===== src/rtl/ovf_timer_pkg.sv =====
package ovf_timer_pkg;

   localparam int unsigned CS_W      = 3;
   localparam int unsigned MAX_SHIFT = 10;

   localparam logic [7:0] REG_CTRL = 8'h45;
   localparam logic [7:0] REG_CNT  = 8'h46;
   localparam logic [7:0] REG_FLAG = 8'h35;
   localparam logic [7:0] REG_MASK = 8'h6E;

   typedef enum logic [CS_W-1:0] {
      SEL_STOP   = 3'd0,
      SEL_D1     = 3'd1,
      SEL_D8     = 3'd2,
      SEL_D64    = 3'd3,
      SEL_D256   = 3'd4,
      SEL_D1024  = 3'd5,
      SEL_IDLE_A = 3'd6,
      SEL_IDLE_B = 3'd7
   } clk_sel_e;

   // log2 of the prescale ratio for a select code, -1 when the code stops the counter
   function automatic int sel_shift(input int code);
      case (code)
         int'(SEL_D1):    return 0;
         int'(SEL_D8):    return 3;
         int'(SEL_D64):   return 6;
         int'(SEL_D256):  return 8;
         int'(SEL_D1024): return 10;
         default:         return -1;
      endcase
   endfunction

endpackage


===== src/rtl/ovf_timer_prescale.sv =====
module ovf_timer_prescale
   import ovf_timer_pkg::*;
#(
   parameter int unsigned DIV_W = 10
)(
   input  logic            clk,
   input  logic            rst_n,
   input  logic [CS_W-1:0] cs,
   output logic            tick
);

   localparam int unsigned N_CODES = 1 << CS_W;

   logic [DIV_W-1:0]   div_q;
   logic [N_CODES-1:0] tick_by_code;

   always_ff @(posedge clk or negedge rst_n) begin
      if (!rst_n) div_q <= '0;
      else        div_q <= div_q + 1'b1;
   end

   for (genvar g = 0; g < N_CODES; g++) begin : g_code
      localparam int SH = sel_shift(g);
      if (SH < 0) begin : g_stop
         assign tick_by_code[g] = 1'b0;
      end else if (SH == 0) begin : g_every
         assign tick_by_code[g] = 1'b1;
      end else begin : g_div
         assign tick_by_code[g] = &div_q[SH-1:0];
      end
   end

   assign tick = tick_by_code[cs];

endmodule


===== src/rtl/ovf_timer_regs.sv =====
module ovf_timer_regs
   import ovf_timer_pkg::*;
#(
   parameter int unsigned ADDR_W = 8,
   parameter int unsigned DATA_W = 8,
   parameter int unsigned CNT_W  = 8
)(
   input  logic              clk,
   input  logic              rst_n,
   input  logic [ADDR_W-1:0] bus_addr,
   input  logic              bus_we,
   input  logic [DATA_W-1:0] bus_wdata,
   output logic [DATA_W-1:0] bus_rdata,
   input  logic [CNT_W-1:0]  cnt_val,
   input  logic              flag_val,
   output logic [CS_W-1:0]   cs,
   output logic              ovf_ie,
   output logic              cnt_wr,
   output logic [CNT_W-1:0]  cnt_wdata,
   output logic              flag_wr_clr
);

   logic hit_ctrl, hit_cnt, hit_flag, hit_mask;
   logic [CS_W-1:0] cs_q;
   logic            ie_q;

   assign hit_ctrl = (bus_addr == ADDR_W'(REG_CTRL));
   assign hit_cnt  = (bus_addr == ADDR_W'(REG_CNT));
   assign hit_flag = (bus_addr == ADDR_W'(REG_FLAG));
   assign hit_mask = (bus_addr == ADDR_W'(REG_MASK));

   always_ff @(posedge clk or negedge rst_n) begin
      if (!rst_n) begin
         cs_q <= '0;
         ie_q <= 1'b0;
      end else if (bus_we) begin
         if (hit_ctrl) cs_q <= bus_wdata[CS_W-1:0];
         if (hit_mask) ie_q <= bus_wdata[0];
      end
   end

   assign cs          = cs_q;
   assign ovf_ie      = ie_q;
   assign cnt_wr      = bus_we & hit_cnt;
   assign cnt_wdata   = bus_wdata[CNT_W-1:0];
   assign flag_wr_clr = bus_we & hit_flag & bus_wdata[0];

   always_comb begin
      bus_rdata = '0;
      if (hit_ctrl)      bus_rdata[CS_W-1:0]  = cs_q;
      else if (hit_cnt)  bus_rdata[CNT_W-1:0] = cnt_val;
      else if (hit_flag) bus_rdata[0]         = flag_val;
      else if (hit_mask) bus_rdata[0]         = ie_q;
   end

endmodule


===== src/rtl/ovf_timer_count.sv =====
module ovf_timer_count #(
   parameter int unsigned CNT_W = 8
)(
   input  logic             clk,
   input  logic             rst_n,
   input  logic             tick,
   input  logic             cnt_wr,
   input  logic [CNT_W-1:0] cnt_wdata,
   output logic [CNT_W-1:0] cnt_q,
   output logic             ovf_evt
);

   always_ff @(posedge clk or negedge rst_n) begin
      if (!rst_n)      cnt_q <= '0;
      else if (cnt_wr) cnt_q <= cnt_wdata;
      else if (tick)   cnt_q <= cnt_q + 1'b1;
   end

   assign ovf_evt = tick & ~cnt_wr & (&cnt_q);

endmodule


===== src/rtl/ovf_timer_irq.sv =====
module ovf_timer_irq #(
   parameter int unsigned ENTRY_CYCLES = 2,
   parameter int unsigned VEC_W        = 16,
   parameter int unsigned VEC_ADDR     = 32'h20
)(
   input  logic             clk,
   input  logic             rst_n,
   input  logic             ovf_evt,
   input  logic             sw_clr,
   input  logic             ovf_ie,
   input  logic             glob_ie,
   input  logic             irq_ack,
   output logic             flag_q,
   output logic             irq_req,
   output logic             vec_valid,
   output logic [VEC_W-1:0] vec_addr
);

   logic accept;
   logic entering;

   assign irq_req  = flag_q & ovf_ie & glob_ie & ~entering;
   assign accept   = irq_req & irq_ack;
   assign vec_addr = VEC_W'(VEC_ADDR);

   // a hardware overflow outranks any clear arriving on the same edge
   always_ff @(posedge clk or negedge rst_n) begin
      if (!rst_n)                flag_q <= 1'b0;
      else if (ovf_evt)          flag_q <= 1'b1;
      else if (accept || sw_clr) flag_q <= 1'b0;
   end

   if (ENTRY_CYCLES == 0) begin : g_immediate
      assign entering  = 1'b0;
      assign vec_valid = accept;
   end else begin : g_delayed
      localparam int unsigned ENT_W = $clog2(ENTRY_CYCLES + 1);
      logic [ENT_W-1:0] ent_q;
      always_ff @(posedge clk or negedge rst_n) begin
         if (!rst_n)        ent_q <= '0;
         else if (accept)   ent_q <= ENT_W'(ENTRY_CYCLES);
         else if (entering) ent_q <= ent_q - 1'b1;
      end
      assign entering  = (ent_q != '0);
      assign vec_valid = (ent_q == ENT_W'(1));
   end

endmodule


===== src/rtl/ovf_timer.sv =====
module ovf_timer
   import ovf_timer_pkg::*;
#(
   parameter int unsigned ADDR_W       = 8,
   parameter int unsigned DATA_W       = 8,
   parameter int unsigned CNT_W        = 8,
   parameter int unsigned DIV_W        = 10,
   parameter int unsigned ENTRY_CYCLES = 2,
   parameter int unsigned VEC_W        = 16,
   parameter int unsigned VEC_ADDR     = 32'h20
)(
   input  logic              clk,
   input  logic              rst_n,
   input  logic [ADDR_W-1:0] bus_addr,
   input  logic              bus_we,
   input  logic [DATA_W-1:0] bus_wdata,
   output logic [DATA_W-1:0] bus_rdata,
   input  logic              glob_ie,
   output logic              irq_req,
   input  logic              irq_ack,
   output logic              vec_valid,
   output logic [VEC_W-1:0]  vec_addr
);

   if (CNT_W > DATA_W) begin : g_bad_cnt
      $error("counter wider than the data bus");
   end
   if (DATA_W < CS_W) begin : g_bad_data
      $error("data bus narrower than the clock-select field");
   end
   if (DIV_W < MAX_SHIFT) begin : g_bad_div
      $error("divider too short for the largest ratio");
   end
   if (ADDR_W < 7) begin : g_bad_addr
      $error("address bus cannot reach the register map");
   end

   logic [CS_W-1:0]  cs_w;
   logic             tick_w;
   logic             ie_w;
   logic             cnt_wr_w;
   logic [CNT_W-1:0] cnt_wdata_w;
   logic [CNT_W-1:0] cnt_w;
   logic             ovf_w;
   logic             flag_w;
   logic             sw_clr_w;

   ovf_timer_prescale #(.DIV_W(DIV_W)) u_pre (
      .clk  (clk),
      .rst_n(rst_n),
      .cs   (cs_w),
      .tick (tick_w)
   );

   ovf_timer_regs #(.ADDR_W(ADDR_W), .DATA_W(DATA_W), .CNT_W(CNT_W)) u_regs (
      .clk        (clk),
      .rst_n      (rst_n),
      .bus_addr   (bus_addr),
      .bus_we     (bus_we),
      .bus_wdata  (bus_wdata),
      .bus_rdata  (bus_rdata),
      .cnt_val    (cnt_w),
      .flag_val   (flag_w),
      .cs         (cs_w),
      .ovf_ie     (ie_w),
      .cnt_wr     (cnt_wr_w),
      .cnt_wdata  (cnt_wdata_w),
      .flag_wr_clr(sw_clr_w)
   );

   ovf_timer_count #(.CNT_W(CNT_W)) u_cnt (
      .clk      (clk),
      .rst_n    (rst_n),
      .tick     (tick_w),
      .cnt_wr   (cnt_wr_w),
      .cnt_wdata(cnt_wdata_w),
      .cnt_q    (cnt_w),
      .ovf_evt  (ovf_w)
   );

   ovf_timer_irq #(.ENTRY_CYCLES(ENTRY_CYCLES), .VEC_W(VEC_W), .VEC_ADDR(VEC_ADDR)) u_irq (
      .clk      (clk),
      .rst_n    (rst_n),
      .ovf_evt  (ovf_w),
      .sw_clr   (sw_clr_w),
      .ovf_ie   (ie_w),
      .glob_ie  (glob_ie),
      .irq_ack  (irq_ack),
      .flag_q   (flag_w),
      .irq_req  (irq_req),
      .vec_valid(vec_valid),
      .vec_addr (vec_addr)
   );

endmodule


===== config.mk =====
export PLATFORM = sky130hd
export DESIGN_NAME = ovf_timer
export DESIGN_NICKNAME = d
export VERILOG_FILES = /design/src/rtl/ovf_timer_pkg.sv /design/src/rtl/ovf_timer_prescale.sv /design/src/rtl/ovf_timer_regs.sv /design/src/rtl/ovf_timer_count.sv /design/src/rtl/ovf_timer_irq.sv /design/src/rtl/ovf_timer.sv
export SDC_FILE = /design/constraint.sdc
export NUM_CORES = 1
export LEC_CHECK = 0
export CAP_MARGIN = 10
export CORE_MARGIN = 2
export CORE_UTILIZATION = 50
export DETAILED_ROUTE_END_ITERATION = 7
export PLACE_DENSITY = 0.92
export SYNTH_ARGS = -nofsm -noshare
export SYNTH_HDL_FRONTEND = slang
export SYNTH_SLANG_ARGS = --single-unit

===== constraint.sdc =====
create_clock -name clk -period 3.3 [get_ports clk]
set_input_delay 0.33 -clock clk [delete_from_list [all_inputs] [get_ports clk]]
set_output_delay 0.33 -clock clk [all_outputs]
set_load 0.1 [all_outputs]

# Word level (Yosys, flattened, before mapping)
# Cells that the tools add are included.
[word_totals]
ff_bits = 25
input_bits = 21
out_inout_bits = 26
wordCells = 52
[op_classes]
addsub = 3
magnitude_cmp = 1
n_eq_ne = 5
muxes = 14
bitwise = 11
reduce_logical = 12
[ops]
columns = ["operator", "count"]
rows = [
  ["8-bit by 7-bit == test with 1-bit output (second input constant)", 3],
  ["8-bit 2-to-1 mux", 2],
  ["8-bit AND reduction", 2],
  ["10-bit by 1-bit adder with 10-bit output (second input constant)", 1],
  ["10-bit AND reduction", 1],
  ["1-bit bitwise AND", 9],
  ["8-bit by 1-bit adder with 8-bit output (second input constant)", 1],
  ["8-bit by 6-bit == test with 1-bit output (second input constant)", 1],
  ["2-bit nonzero test", 4],
  ["7-bit 2-to-1 mux", 1],
  ["1-bit 2-to-1 mux", 6],
  ["6-bit AND reduction", 1],
  ["5-bit 2-to-1 mux", 1],
  ["3-bit by 4-bit less-than comparator with 1-bit output (second input constant)", 1],
  ["2-bit 2-to-1 mux", 2],
  ["2-bit AND reduction", 2],
  ["1-bit binary-select mux with 3-bit select", 1],
  ["3-bit 2-to-1 mux", 1],
  ["3-bit AND reduction", 1],
  ["2-bit by 1-bit == test with 1-bit output (second input constant)", 1],
  ["1-bit inverter", 2],
  ["2-bit by 1-bit subtractor with 2-bit output (second input constant)", 1],
  ["1-bit logical OR", 1],
]

# Logic depth before layout (Yosys ltp)
[depth]
word_depth = 7
mapped_depth = 8
mapped_depth_nobuf = 8

# Modules after synthesis
# From an unflattened synthesis, not the netlist that was laid out.
[hier_totals]
hier_cells = 171
area_unflattened_um2 = 1649.1
[modules_own_cells]
columns = ["module", "instances", "cells_each", "area_per_inst_um2", "seq_area_each_um2"]
rows = [
  ["ovf_timer_prescale", 1, 39, 466.7, 250.2],
  ["ovf_timer_count", 1, 50, 457.9, 200.2],
  ["ovf_timer_regs", 1, 48, 434.2, 100.1],
  ["ovf_timer_irq", 1, 34, 290.3, 75.1],
]

# Worst setup path before layout
# OpenSTA, ideal clock, no wires.
[synth_path]
path_type = "input -> output"
start = "in bus_addr[1]"
end = "out bus_rdata[0]"
arrival_time_ns = 2.800
required_time_ns = 2.970
setup_slack_ns = 0.170
cell_stages = 3
path_buffers = 0
path_cell_list = "nor2b_1 a22oi_1 o21ai_0"
[synth_between]
elab_chain_cells = 5
word_cells_on_any_way = 8
classes_between = "4 x eq/ne; 4 x mux"
[synth_rtl]
columns = ["item", "line", "source"]
rows = [
  ["start, declared", "ovf_timer.sv:14", "input logic [ADDR_W-1:0] bus_addr,"],
  ["8-bit by 7-bit == test with 1-bit output", "ovf_timer_regs.sv:30", "assign hit_mask = (bus_addr == ADDR_W'(REG_MASK));"],
  ["1-bit 2-to-1 mux", "ovf_timer_regs.sv:53", "else if (hit_mask) bus_rdata[0] = ie_q;"],
  ["1-bit 2-to-1 mux", "ovf_timer_regs.sv:52", "else if (hit_flag) bus_rdata[0] = flag_val;"],
  ["1-bit 2-to-1 mux", "ovf_timer_regs.sv:51", "else if (hit_cnt) bus_rdata[CNT_W-1:0] = cnt_val;"],
  ["3-bit 2-to-1 mux *", "ovf_timer_regs.sv:50", "if (hit_ctrl) bus_rdata[CS_W-1:0] = cs_q;"],
  ["end, declared", "ovf_timer.sv:17", "output logic [DATA_W-1:0] bus_rdata,"],
]
# Mark *: on every way between the ends. The rest lies on a longest branch, timed or not.

# Worst setup path in the final report
[layout_path]
start = "reg u_irq.g_delayed.ent_q[1]"
end = "out vec_valid"
[layout_between]
elab_chain_cells = 1
[layout_rtl]
columns = ["item", "line", "source"]
rows = [
  ["start, declared", "ovf_timer_irq.sv:38", "logic [ENT_W-1:0] ent_q;"],
  ["start signal, assigned", "ovf_timer_irq.sv:41", "else if (accept) ent_q <= ENT_W'(ENTRY_CYCLES);"],
  ["start signal, assigned", "ovf_timer_irq.sv:42", "else if (entering) ent_q <= ent_q - 1'b1;"],
  ["2-bit by 1-bit == test with 1-bit output", "ovf_timer_irq.sv:45", "assign vec_valid = (ent_q == ENT_W'(1));"],
  ["end, declared", "ovf_timer.sv:21", "output logic vec_valid,"],
]
# No other way between the ends.

==> impl_metrics.env <==
export IMPL_rr_worst_depth=8
export IMPL_io_buffers=30
export IMPL_finalHoldViolCount=0
export IMPL_syn_area_mm2=0.00151
export IMPL_clock_fmax_ghz=0.422
export IMPL_rrSetupSlack_ps=1130
export IMPL_maxSlewHeadroom_pct=28.9
export IMPL_setup_viol=0
export IMPL_clk_latency_ps=320
export IMPL_cpPeakStageDelay_ps=1120
export IMPL_syn_to_final_growth_pct=18.0
export IMPL_min_path_type="flip-flop to flip-flop"
export IMPL_instances_no_fill=223
export IMPL_critPathBufInv=2
export IMPL_p_per_area_mw_per_mm2=453
export IMPL_cp_depth=3
export IMPL_rsz0062_at_grt="false"
export IMPL_pin_count=47
export IMPL_first_iter_violations=51
export IMPL_yosysWarnings=0
export IMPL_ctsResizeCount=0
export IMPL_cp_top_family="buffers and inverters"
export IMPL_final_nets=219
export IMPL_rows=19
export IMPL_drtAntennaViolNets=0
export IMPL_drv_slew=0
export IMPL_gr_total_overflow=0
export IMPL_crit_required_ps=2970
export IMPL_wl_per_cell_um=12.5
export IMPL_finalCritPeriodShare_pct=71.8
export IMPL_tns_ps=0
export IMPL_wl_um=2780
export IMPL_vias=1138
export IMPL_synth_area_per_cell_um2=9.36
export IMPL_min_from="u_pre.div_q[0]$_DFF_PN0_"
export IMPL_cp_end_kind="output pin"
export IMPL_vdd_drop_max_uv=285
export IMPL_synth_seq_cells=25
export IMPL_synth_top_area_cell="dfrtp_1"
export IMPL_p_leak_nw=0.799
export IMPL_grt_max_degree=26
export IMPL_routabilityCongestion=0.783
export IMPL_tightest_slew_ps=1060
export IMPL_die_area_mm2=0.00347
export IMPL_dp_cells=219
export IMPL_crit_fanout=2
export IMPL_cts_made_buffers=3
export IMPL_grt_pass1_vias=1056
export IMPL_ys_flop_type="dfrtp_1"
export IMPL_ys_seq_area_share_pct=41.5
export IMPL_path_cells="inv_1, ha_1, clkdlybuf4s50_1"
export IMPL_hpwl_um=2170
export IMPL_first_pass_iters=6
export IMPL_synth_distinct_cells=36
export IMPL_drc=7
export IMPL_initial_utilization_pct=53.7
export IMPL_clock_skew_ps=11.6
export IMPL_cp_slowest_cell="clkdlybuf4s50_1"
export IMPL_cts_hold_buf=0
export IMPL_synth_edf_count=0
export IMPL_vias_per_cell=5.10
export IMPL_violations="DRC"
export IMPL_synthArstFlopShare_pct=100
export IMPL_clk_pin_slew_ps=120
export IMPL_core_area_mm2=0.00281
export IMPL_netlist_top_cells_area="dfrtp_1, buf_4, xnor2_1"
export IMPL_final_layout_size_suffix_gt1_share_pct=10.9
export IMPL_critPathKind="flip-flop to output pin"
export IMPL_min_period_ps=2370
export IMPL_track_usage_pct=17.6
export IMPL_cts_sinks=25
export IMPL_clockBufferDepth=2
export IMPL_grt_pass1_wl_um=4590
export IMPL_htreeDepth=1
export IMPL_diodes=0
export IMPL_synth_top_cell_area_share_pct=41.5
export IMPL_post_cts_buffers=0
export IMPL_crit_start="u_irq.g_delayed.ent_q[1]$_DFFE_PN0P_"
export IMPL_crit_arrival_ps=2040
export IMPL_status="complete, but fails checks"
export IMPL_maxCapViolCount=0
export IMPL_cts_tree="built"
export IMPL_startpoint_type="flip-flop"
export IMPL_r2r_end="u_cnt.cnt_q[1]$_DFFE_PN0P_"
export IMPL_worst_r2r_startpoint="u_pre.div_q[0]$_DFF_PN0_"
export IMPL_fp_dieH_um=58.9
export IMPL_cts_root_buf="clkbuf_4"
export IMPL_antenna_found_initial=0
export IMPL_crit_path_end="vec_valid"
export IMPL_die_x_um=58.9
export IMPL_syn_inst=161
==> flip-flops by register name (all words and copies together) (netlist names) <==
register,cells
u_pre.div_q,10
u_irq.g_delayed.ent_q,2
u_regs.cs,3
u_irq.flag_q,1
u_regs.ovf_ie,1
u_cnt.cnt_q,8
==> report_power, final <==
| group | switching, mW | total, mW | internal [mW] |
|---|---|---|---|
| Combinational | 0.208 | 0.300 | 0.0924 |
| Clock | 0.0859 | 0.133 | 0.0473 |
| Sequential | 0.0307 | 0.372 | 0.341 |
==> cell usage after synthesis, types with 2 or more instances <==
cell	n
buf_4	16
xor2_1	3
xnor2_1	11
a21oi_1	12
conb_1	2
nand3b_1	2
dfrtp_1	25
nor2_1	18
mux2_2	4
a22oi_1	3
nand2_1	12
ha_1	5
nor2b_1	6
nand3_1	9
nor3_1	3
inv_1	6
and2_1	5
==> cell type report <==
| cell class | instances | area [µm²] |
|---|---|---|
| fill | 243 | 1030 |
| multi-input combinational | 127 | 788 |
| clock buffer | 4 | 26.3 |
| inverter | 6 | 22.5 |
| sequential | 25 | 626 |
| timing repair buffer | 30 | 278 |
| tap | 31 | 38.8 |
==> cells in the final DEF, fill, tap and decap left out, types with 2 or more instances in the layout <==
master,count
xor2_1,3
buf_4,9
nand3b_1,2
clkbuf_4,3
nor3_1,3
inv_1,6
nor2b_1,6
and2_1,5
conb_1,16
mux2_2,4
ha_1,5
nand2_1,12
clkdlybuf4s50_1,21
nor2_1,18
a21oi_1,12
a22oi_1,3
nand3_1,9
dfrtp_1,25
xnor2_1,11
==> per-layer routing <==
layer | GRT usage [%] | vias to the layer above | share of wire, %
li1 | - | 577 | -
met1 | 24.0 | 522 | 46
met2 | 27.8 | 34 | 45
met3 | 2.64 | 5 | 6.8
met4 | 7.79 | 0 | 1.6
met5 | 0 | - | 0
==> stage by stage <==
| stage | instance area [µm²] | hold slack (ps) | utilization, % | power [mW] | worst slack, ps |
|---|---|---|---|---|---|
| floorplan | 1560 | 34.4 | - | 0.626 | 170 |
| global placement | 1750 | 459 | 62.5 | 0.669 | 1040 |
| detailed placement | 1750 | 462 | 62.5 | 0.681 | 952 |
| CTS | 1780 | 485 | 63.4 | 0.814 | 913 |
| global route | 1780 | 493 | 63.4 | 0.855 | 832 |
| finish | 1780 | 482 | 63.4 | 0.805 | 932 |
==> cells by family after synthesis <==
kind of cell | count (synthesis) | share of synthesized area, %
mux | 5 | 3.65
compound gates | 22 | 9.71
other cells | 2 | 0.498
fa+ha+maj | 5 | 4.15
simple gates | 65 | 22.7
flops | 25 | 41.5
xor+xnor | 14 | 8.13
buf+inv | 23 | 9.71
==> worst min-delay path by stage <==
stage	end	slack, ps	depth (start not counted)
after detailed placement	u_pre.div_q[9]$_DFF_PN0_	460	1
after floorplan	u_cnt.cnt_q[0]$_DFFE_PN0P_	30	0
after global placement	u_pre.div_q[9]$_DFF_PN0_	460	1
after CTS	u_pre.div_q[9]$_DFF_PN0_	480	1
after global routing	u_pre.div_q[9]$_DFF_PN0_	490	1
final	u_pre.div_q[0]$_DFF_PN0_	480	1
(Power assumes the default switching activity.)
